**src/rtl/irl_pkg.sv**
```systemverilog
package irl_pkg;
  localparam int unsigned LVL_W = 4;
  localparam int unsigned NSRC  = (1 << LVL_W) - 1;

  typedef logic [LVL_W-1:0] level_t;
  typedef logic [NSRC-1:0]  srcvec_t;

  typedef struct packed {
    srcvec_t req;
    srcvec_t force_en;
  } irl_out_t;
endpackage

```
**src/rtl/irl_rst_sync.sv**
```systemverilog
module irl_rst_sync #(
  parameter int unsigned STAGES = 2
) (
  input  logic clk,
  input  logic rst_n,
  output logic rst_sync_n
);
  logic [STAGES-1:0] sync_q;

  always_ff @(posedge clk or negedge rst_n) begin
    if (!rst_n) sync_q <= '0;
    else        sync_q <= {sync_q[STAGES-2:0], 1'b1};
  end

  assign rst_sync_n = sync_q[STAGES-1];
endmodule

```
**src/rtl/irl_index_decode.sv**
```systemverilog
module irl_index_decode
  import irl_pkg::*;
#(
  parameter int unsigned LW = LVL_W,
  localparam int unsigned NS = (1 << LW) - 1
) (
  input  logic [LW-1:0] level,
  output logic [NS-1:0] sel
);
  // chain index is the bitwise inverse of the level; level 0 maps past the chain
  localparam logic [LW-1:0] INV_MASK = '1;

  for (genvar i = 0; i < NS; i++) begin : g_sel
    localparam logic [LW-1:0] LVL_FOR_I = LW'(i) ^ INV_MASK;
    assign sel[i] = (level == LVL_FOR_I);
  end
endmodule

```
**src/rtl/irl_enable_gate.sv**
```systemverilog
module irl_enable_gate #(
  parameter int unsigned NS = 15
) (
  input  logic [NS-1:0] sel,
  input  logic [NS-1:0] en_state,
  output logic [NS-1:0] force_en
);
  for (genvar i = 0; i < NS; i++) begin : g_gate
    assign force_en[i] = sel[i] & ~en_state[i];
  end
endmodule

```
**src/rtl/irl_out_reg.sv**
```systemverilog
module irl_out_reg
  import irl_pkg::*;
(
  input  logic     clk,
  input  logic     rst_n,
  input  irl_out_t nxt,
  output irl_out_t cur
);
  irl_out_t q;
  logic     upd_en;

  always_comb begin
    upd_en = (nxt != q);
  end

  always_ff @(posedge clk or negedge rst_n) begin
    if (!rst_n)      q <= '0;
    else if (upd_en) q <= nxt;
  end

  assign cur = q;
endmodule

```
**src/rtl/irl_level_decoder.sv**
```systemverilog
module irl_level_decoder
  import irl_pkg::*;
(
  input  logic             clk,
  input  logic             rst_n,
  input  logic [LVL_W-1:0] irl_level_i,
  input  logic [NSRC-1:0]  src_en_i,
  output logic [NSRC-1:0]  src_assert_o,
  output logic [NSRC-1:0]  src_force_en_o
);
  logic     rst_core_n;
  srcvec_t  sel;
  srcvec_t  force_nxt;
  irl_out_t out_nxt;
  irl_out_t out_cur;

  irl_rst_sync #(.STAGES(2)) u_rst_sync (
    .clk        (clk),
    .rst_n      (rst_n),
    .rst_sync_n (rst_core_n)
  );

  irl_index_decode #(.LW(LVL_W)) u_decode (
    .level (irl_level_i),
    .sel   (sel)
  );

  irl_enable_gate #(.NS(NSRC)) u_gate (
    .sel      (sel),
    .en_state (src_en_i),
    .force_en (force_nxt)
  );

  always_comb begin
    out_nxt.req      = sel;
    out_nxt.force_en = force_nxt;
  end

  irl_out_reg u_out_reg (
    .clk   (clk),
    .rst_n (rst_core_n),
    .nxt   (out_nxt),
    .cur   (out_cur)
  );

  assign src_assert_o   = out_cur.req;
  assign src_force_en_o = out_cur.force_en;
endmodule

```
**config.mk**
```make
export PLATFORM = sky130hd
export DESIGN_NAME = irl_level_decoder
export DESIGN_NICKNAME = d
export VERILOG_FILES = /design/src/rtl/irl_pkg.sv /design/src/rtl/irl_rst_sync.sv /design/src/rtl/irl_index_decode.sv /design/src/rtl/irl_enable_gate.sv /design/src/rtl/irl_out_reg.sv /design/src/rtl/irl_level_decoder.sv
export SDC_FILE = /design/constraint.sdc
export NUM_CORES = 1
export LEC_CHECK = 0
export ABC_AREA = 1
export BUFFER_PORTS_ARGS = -buffer_cell sky130_fd_sc_hd__buf_2
export CAP_MARGIN = 30
export CORE_UTILIZATION = 42
export DETAILED_ROUTE_END_ITERATION = 10
export HOLD_SLACK_MARGIN = 0.1
export PLACE_DENSITY = 0.69
export SYNTH_ARGS = -nofsm -noshare
export SYNTH_HDL_FRONTEND = slang
export SYNTH_SLANG_ARGS = --single-unit
```
**constraint.sdc**
```tcl
create_clock -name clk -period 1.1 [get_ports clk]
set_input_delay 0.055 -clock clk [delete_from_list [all_inputs] [get_ports clk]]
set_output_delay 0.055 -clock clk [all_outputs]
set_load 0.005 [all_outputs]
```
Word level (Yosys, flattened, before mapping)
Index checks and enable logic that the tools add are counted.
Widths: inputs -> output; s select.
- bits in registers: 32
- bits in latches: 0
- RAM bits: 0
- ROM bits: 0
- input port bits: 21
- output and inout bits: 30
- logic and storage cells: 49
- memories kept: 0
- $add $sub $neg: 0
- multiply operators: 0
- divide/modulo/power cells: 0
- magnitude comparators: 0
- eq/ne operators: 16
- shift-type cells: 0
- muxes and demuxes: 0
- bitwise logic cells: 30
- reduce and logical (&&, ||, !) cells: 0
- operator list (kind ; count):
    $eq 4x4->1 const B ; 8
    $ne 30x30->1 ; 1
    $eq 4x3->1 const B ; 4
    $and 1x1->1 ; 15
    $not 1->1 ; 15
    $eq 4x2->1 const B ; 2
    $eq 4x1->1 const B ; 1

Depth between registers and ports, before layout
Gate-level depths: netlist of run 1.
- word-level depth: 3
- gate-level depth with buffers: 4

Cells and area by module
From an unflattened synthesis of run 1, not the netlist that was laid out.
- cells, all modules: 120
- area, all modules: 1168.6 sq um
- modules (own cells, without submodules) (module ; instances ; cells each ; area each (sq um) ; seq. area each (sq um)):
    irl_out_reg ; 1 ; 60 ; 863.3 ; 750.7
    irl_enable_gate ; 1 ; 30 ; 150.1 ; 0.0
    irl_index_decode ; 1 ; 27 ; 101.3 ; 0.0
    irl_rst_sync ; 1 ; 3 ; 53.8 ; 50.0

Least setup slack after synthesis of run 1
OpenSTA, ideal clock, no wires.
- path kind: register to register
- from: reg u_rst_sync.sync_q[0]
- to: reg u_rst_sync.sync_q[1]
- setup time: 121 ps
- data arrival time: 330 ps
- required time: 979 ps
- path slack: 650 ps
- stages on the path, launching flop included: 1
- buffers on the path: 0
- clock period less this slack: 450 ps
- cell sequence: dfrtp_1
- RTL lines (item ; RTL line ; text):
    start: declaration ; irl_rst_sync.sv:8 ; logic [STAGES-1:0] sync_q;
    start signal: assignment ; irl_rst_sync.sv:12 ; else sync_q <= {sync_q[STAGES-2:0], 1'b1};
No word-level cell between the ends.

Final worst setup path of run 1
- from: in src_en_i[9]
- to: reg u_out_reg.q, in the netlist u_out_reg.cur[9]
- cells in the longest elaborated chain, start to end: 3
- RTL lines (item ; RTL line ; text):
    start: declaration ; irl_level_decoder.sv:7 ; input logic [NSRC-1:0] src_en_i,
    $not 1->1 * ; irl_enable_gate.sv:9 ; assign force_en[i] = sel[i] & ~en_state[i];
    $and 1x1->1 * ; irl_enable_gate.sv:9 ;
    $ne 30x30->1 ; irl_out_reg.sv:13 ; upd_en = (nxt != q);
    end signal: assignment ; irl_out_reg.sv:18 ; else if (upd_en) q <= nxt;
    end: declaration ; irl_out_reg.sv:9 ; irl_out_t q;
Mark *: on every way between the ends. The rest lies on a longest branch, timed or not.
A chain may end at the register's enable or synchronous reset.

==> impl_metrics.toml, run 1 <==
[synth]
synth_top_area_frac = 0.739
synth.most_common_cell = "dfrtp_1"
async_flop_share = 1.00
yosysUniqueCellTypes = 9
synth_edf_count = 0
synthesis.area_um2 = 1080
yosys-top-cells-area = "dfrtp_1 (74%), nor3_2 (6.5%), nand2_1 (4.8%)"
synth_common_cells = "dfrtp_1 (32), nand2_1 (14), nor2_1 (13), inv_1 (8), nor2_2 (8)"
synthesis.nets = 110
ys_ff_latch = 32
yosysWarnings = 0
synth.avg_cell_area_um2 = 12.2
ys.flop_type = "dfrtp_1"
synth_top_area_cell = "dfrtp_1"
synth_cells = 89
ys_seq_area_frac = 0.739

[route]
antenna_left = 0
routed_wl_um = 2320
via_per_inst = 4.29
dr.pass1.iters = 2
vias = 888
routedWlPerCell_um = 11.2
drc = 0
drtIter0Drc = 5

[sta]
fin_skew_ns = 0.00959
final-hold-violation-count = 0
min_period_ns = 1.08
drv_slew = 0
fmax_ghz = 0.929
post-route-period-util = 0.979
fin_setup_tns_ns = 0
setup_viol = 0
rsz0062_at_grt = "false"

[cells_and_area]
final_nets = 197
regArea_um2 = 801
diodes = 0
final_layout_size_suffix_gt1_frac = 0.441
syn_to_final_growth_pct = 59.5
multi_input_comb_area_um2 = 238
utilization = 0.704
fill_cells = 164

[setup_path]
cp_max_fo = 1
cp-end-kind = "register"
worstSetupPathType = "input pin to register"
arrival_ns = 1.33
required_ns = 1.36
critPathLaunchType = "input pin"

[grt]
top_usage_layer = "met2"
gr-usage-met1 = 0.205
use_met2 = 0.312
antenna_found_initial = 0
grt_max_degree = 31
track_usage = 0.189
grt_overflow_total = 0
grt_pass1_vias = 895
grt.met3_usage = 0.0870
grt_pass1_wl_um = 3590

[clocking]
cts-root-buf = "clkbuf_4"
clkLatencyLatePin_ns = 0.31
clk_pin_slew_ns = 0.09
numCtsBuffers = 5
clockBufferDepth = 2
htreeDepth = 2
postCtsSetupRepairBufs = 0
cts_tree = "done"
clkSinkCount = 32

[run_status]
status = "completed"

[die]
start_util = 0.441
ios = 51
die_w_um = 52.8
dieArea_um2 = 2790
die_height_um = 52.8
core_um2 = 2450
fp-row-count = 18

[pwr]
p_per_area_nw_per_um2 = 1220
ir_worst_vdd_mv = 1.21
leakagePower_uw = 0.000995

[placement]
gp_congestion = 0.660
port_buffers = 50
dp_hpwl_um = 1550

[hold_path]
hold_class = "input pin to register"

[flow_run]
max-cap-violations = 0
-- layout by cell type, fill, tap and decap left out --
master / Yosys / final
nor2_1: 13 / 13
inv_2: 4 / 4
clkbuf_8: 0 / 1
dlygate4sd3_1: 0 / 29
conb_1: 1 / 1
buf_4: 0 / 1
clkbuf_4: 0 / 5
nand2_1: 14 / 14
dfrtp_1: 32 / 32
buf_2: 0 / 50
inv_1: 8 / 8
nor2_2: 8 / 8
clkbuf_1: 0 / 2
nor3_2: 7 / 7
nand2_2: 2 / 2
-- cells by family after synthesis --
| kind of cell | count (synthesis) | synth area share |
|---|---|---|
| flops | 32 | 0.739 |
| buf+inv | 12 | 0.0416 |
| simple gates | 44 | 0.216 |
| other cells | 1 | 0.00346 |
-- repair_timing --
item / CTS / global route
endpoints found under the hold margin: 24 / 0
hold buffers: 35 / 0
gates resized for setup: 0 / 0
endpoints found under the setup margin: 0 / 6
-- area by class of cell --
type | instances | share of cell area
Inverter | 12 | 0.0261
Sequential cell | 32 | 0.463
Clock buffer | 8 | 0.0340
Multi-Input combinational cell | 45 | 0.138
Timing Repair Buffer | 80 | 0.317
Tap cell | 30 | 0.0217
-- where the power goes --
group	internal, uW	switching [uW]
clock network	315	351
logic	121	115
registers	1200	6.16
-- layer usage --
metal  vias up  part of all wire
met5         -                 0
met4         0            0.0035
met3         2             0.086
met2        35              0.51
met1       417              0.40
li1        434                 -
-- per-stage QoR --
step | std cells | instance area (um^2) | hold WS (ns) | setup slack, ns | power [uW]
3_3_place_gp | 170 | 1380 | -0.160 | 0.456 | 1390
2_1_floorplan | 89 | 1080 | -0.241 | 0.144 | 1300
3_5_place_dp | 170 | 1380 | -0.157 | 0.448 | 1390
6_report | 207 | 1730 | 0.100 | 0.0234 | 2110
4_1_cts | 213 | 1790 | 0.103 | 0.0244 | 2130
5_1_grt | 207 | 1730 | 0.112 | 0.00867 | 2190
-- path summary, 6_finish.rpt --
| check | from | to | slack (ns) | cells after the start |
|---|---|---|---|---|
| worst max-delay path | src_en_i[9] | u_out_reg.cur[9] | 0.02 | 4 |
| worst max register to register | u_rst_sync.sync_q[1] | u_out_reg.cur[0] | 0.60 | 1 |
| worst min-delay path | irl_level_i[2] | u_out_reg.cur[7] | 0.10 | 4 |
| min in group asynchronous | u_rst_sync.sync_q[1] | u_out_reg.cur[22] | 0.24 | 1 |
| max in group asynchronous | rst_n | u_rst_sync.sync_q[1] | 0.40 | 3 |
| worst min register to register | u_rst_sync.sync_q[1] | u_out_reg.cur[22] | 0.24 | 1 |
-- worst max-delay path, stage by stage --
cell           delay [ns]
dlygate4sd3_1        0.54
buf_2                0.12
nor2_2               0.08
dlygate4sd3_1        0.54
-- flip-flops by register name, summed over array words and instances, names as in the netlist --
name,count
u_out_reg.cur,30
u_rst_sync.sync_q,2
(Power assumes the default switching activity.)
==> inputs of run 2 (changes only) <==
--- a/config.mk
+++ b/config.mk
@@ -8,6 +8,7 @@
 export ABC_AREA = 1
 export BUFFER_PORTS_ARGS = -buffer_cell sky130_fd_sc_hd__buf_2
 export CAP_MARGIN = 30
+export CORE_MARGIN = 5
 export CORE_UTILIZATION = 42
 export DETAILED_ROUTE_END_ITERATION = 10
 export HOLD_SLACK_MARGIN = 0.1
==> impl_metrics.toml, run 2 (same netlist as run 1, synthesis figures left out) <==
[clocking]
cts_tree = "done"
htreeDepth = 2
cts-root-buf = "clkbuf_4"
postCtsSetupRepairBufs = 0
clkLatencyLatePin_ns = 0.32
clkSinkCount = 32
numCtsBuffers = 5
clockBufferDepth = 2
clk_pin_slew_ns = 0.08

[setup_path]
cp-end-kind = "register"
startpoint = "src_en_i[10]"
rr_worst_depth = 1
crit_end = "u_out_reg.cur[10]"
required_ns = 1.36
cp_max_fo = 1
worstReg2RegStart = "u_rst_sync.sync_q[1]"
worstSetupPathType = "input pin to register"
critPathLaunchType = "input pin"
r2r-end = "u_out_reg.cur[24]"
arrival_ns = 1.36
reg2reg_slack_ns = 0.59

[cells_and_area]
largest_reg_flops = 30
final_cells = 215
final_layout_size_suffix_gt1_frac = 0.422
design_area_um2 = 1810
most-common-layout-cells = "buf_2 (50), dlygate4sd3_1 (37), dfrtp_1 (32)"
diodes = 0
syn_to_final_growth_pct = 66.9
mostFrequentLayoutCell = "buf_2"
final_nets = 205

[grt]
track_usage = 0.168
antenna_found_initial = 0
grt_pass1_vias = 993
grt_max_degree = 31
grt_pass1_wl_um = 4380
grt_overflow_total = 0

[hold_path]
hold_class = "input pin to register"

[route]
dr.pass1.iters = 4
routedWlPerCell_um = 12.2
vias = 930
routed_wl_um = 2630
drtIter0Drc = 14
antenna_left = 0
via_per_inst = 4.33
drc = 0

[sta]
min_period_ns = 1.10
post-route-period-util = 0.999
setup_viol = 0
rsz0062_at_grt = "false"
fin_skew_ns = 0.00518
holdWs_ns = 0.0841
fin_setup_tns_ns = 0
final-hold-violation-count = 0
fmax_ghz = 0.910
drv_slew = 0

[pwr]
p_clk_frac = 0.314
ir_worst_vdd_mv = 1.01
p_int_uw = 1640
power_frac_comb = 0.116
p_total_uw = 2120
power.switching_uw = 474
pwr-share-seq = 0.570
p_per_area_nw_per_um2 = 1170
switching_share = 0.224
leakagePower_uw = 0.00103

[die]
start_util = 0.437
core_um2 = 2480
dieArea_um2 = 3700
die_height_um = 60.8
die_w_um = 60.8
fp-row-count = 18
ios = 51

[placement]
dpl_cell_area_um2 = 1380
gp_congestion = 0.731
port_buffers = 50
dp_hpwl_um = 1740
place_inst = 170

[run_status]
status = "completed"

[flow_run]
max-cap-violations = 0
==> run 2: power by group through the flow <==
stage	sequential (uW)	combinational, uW	clock [uW]
6_report	1210	245	666
5_1_grt	1210	275	760
4_1_cts	1210	244	694
3_5_place_dp	1230	166	0
3_3_place_gp	1230	161	0
2_1_floorplan	1250	52.4	0
==> run 2: worst min-delay path by stage <==
stage / start / slack (ns) / end / depth (start not counted)
floorplan: rst_n / -0.24 / u_rst_sync.sync_q[0] / 0
global placement: rst_n / -0.16 / u_rst_sync.sync_q[1] / 1
detailed placement: rst_n / -0.16 / u_rst_sync.sync_q[0] / 1
CTS: irl_level_i[1] / 0.11 / u_out_reg.cur[3] / 4
global route: irl_level_i[0] / 0.12 / u_out_reg.cur[3] / 4
finish: irl_level_i[3] / 0.08 / u_out_reg.cur[11] / 4
==> run 2: critical path, cell delays in order <==
cell           delay, ns
dlygate4sd3_1       0.53
buf_2               0.13
nor2_2              0.09
dlygate4sd3_1       0.55
==> run 2: layout make-up <==
type / count / area [um^2]
sequential: 32 / 801
inverter: 12 / 45.0
timing repair buffer: 88 / 628
tap: 30 / 37.5
multi-input combinational: 45 / 238
fill: 192 / 669
clock buffer: 8 / 58.8
==> run 2: through the flow <==
| step | worst slack [ns] | util |
|---|---|---|
| global placement | 0.464 | 0.557 |
| detailed placement | 0.428 | 0.557 |
| CTS | 0.0292 | 0.730 |
| global route | 0.0000271 | 0.730 |
| finish | 0.000742 | 0.730 |
| floorplan | 0.144 | - |
==> run 2: metal layers <==
layer,track usage,vias up,share of wire
met5,0,-,0
met4,0.0836,0,0.018
met3,0.0617,5,0.10
met2,0.281,41,0.48
met1,0.189,433,0.40
li1,-,451,-
==> run 2: timing repair <==
item                                    4_1_cts  5_1_grt
endpoints found under the setup margin        0        1
hold buffers                                 37        1
resized for setup                             0        0
hold endpoints to repair                     29        1
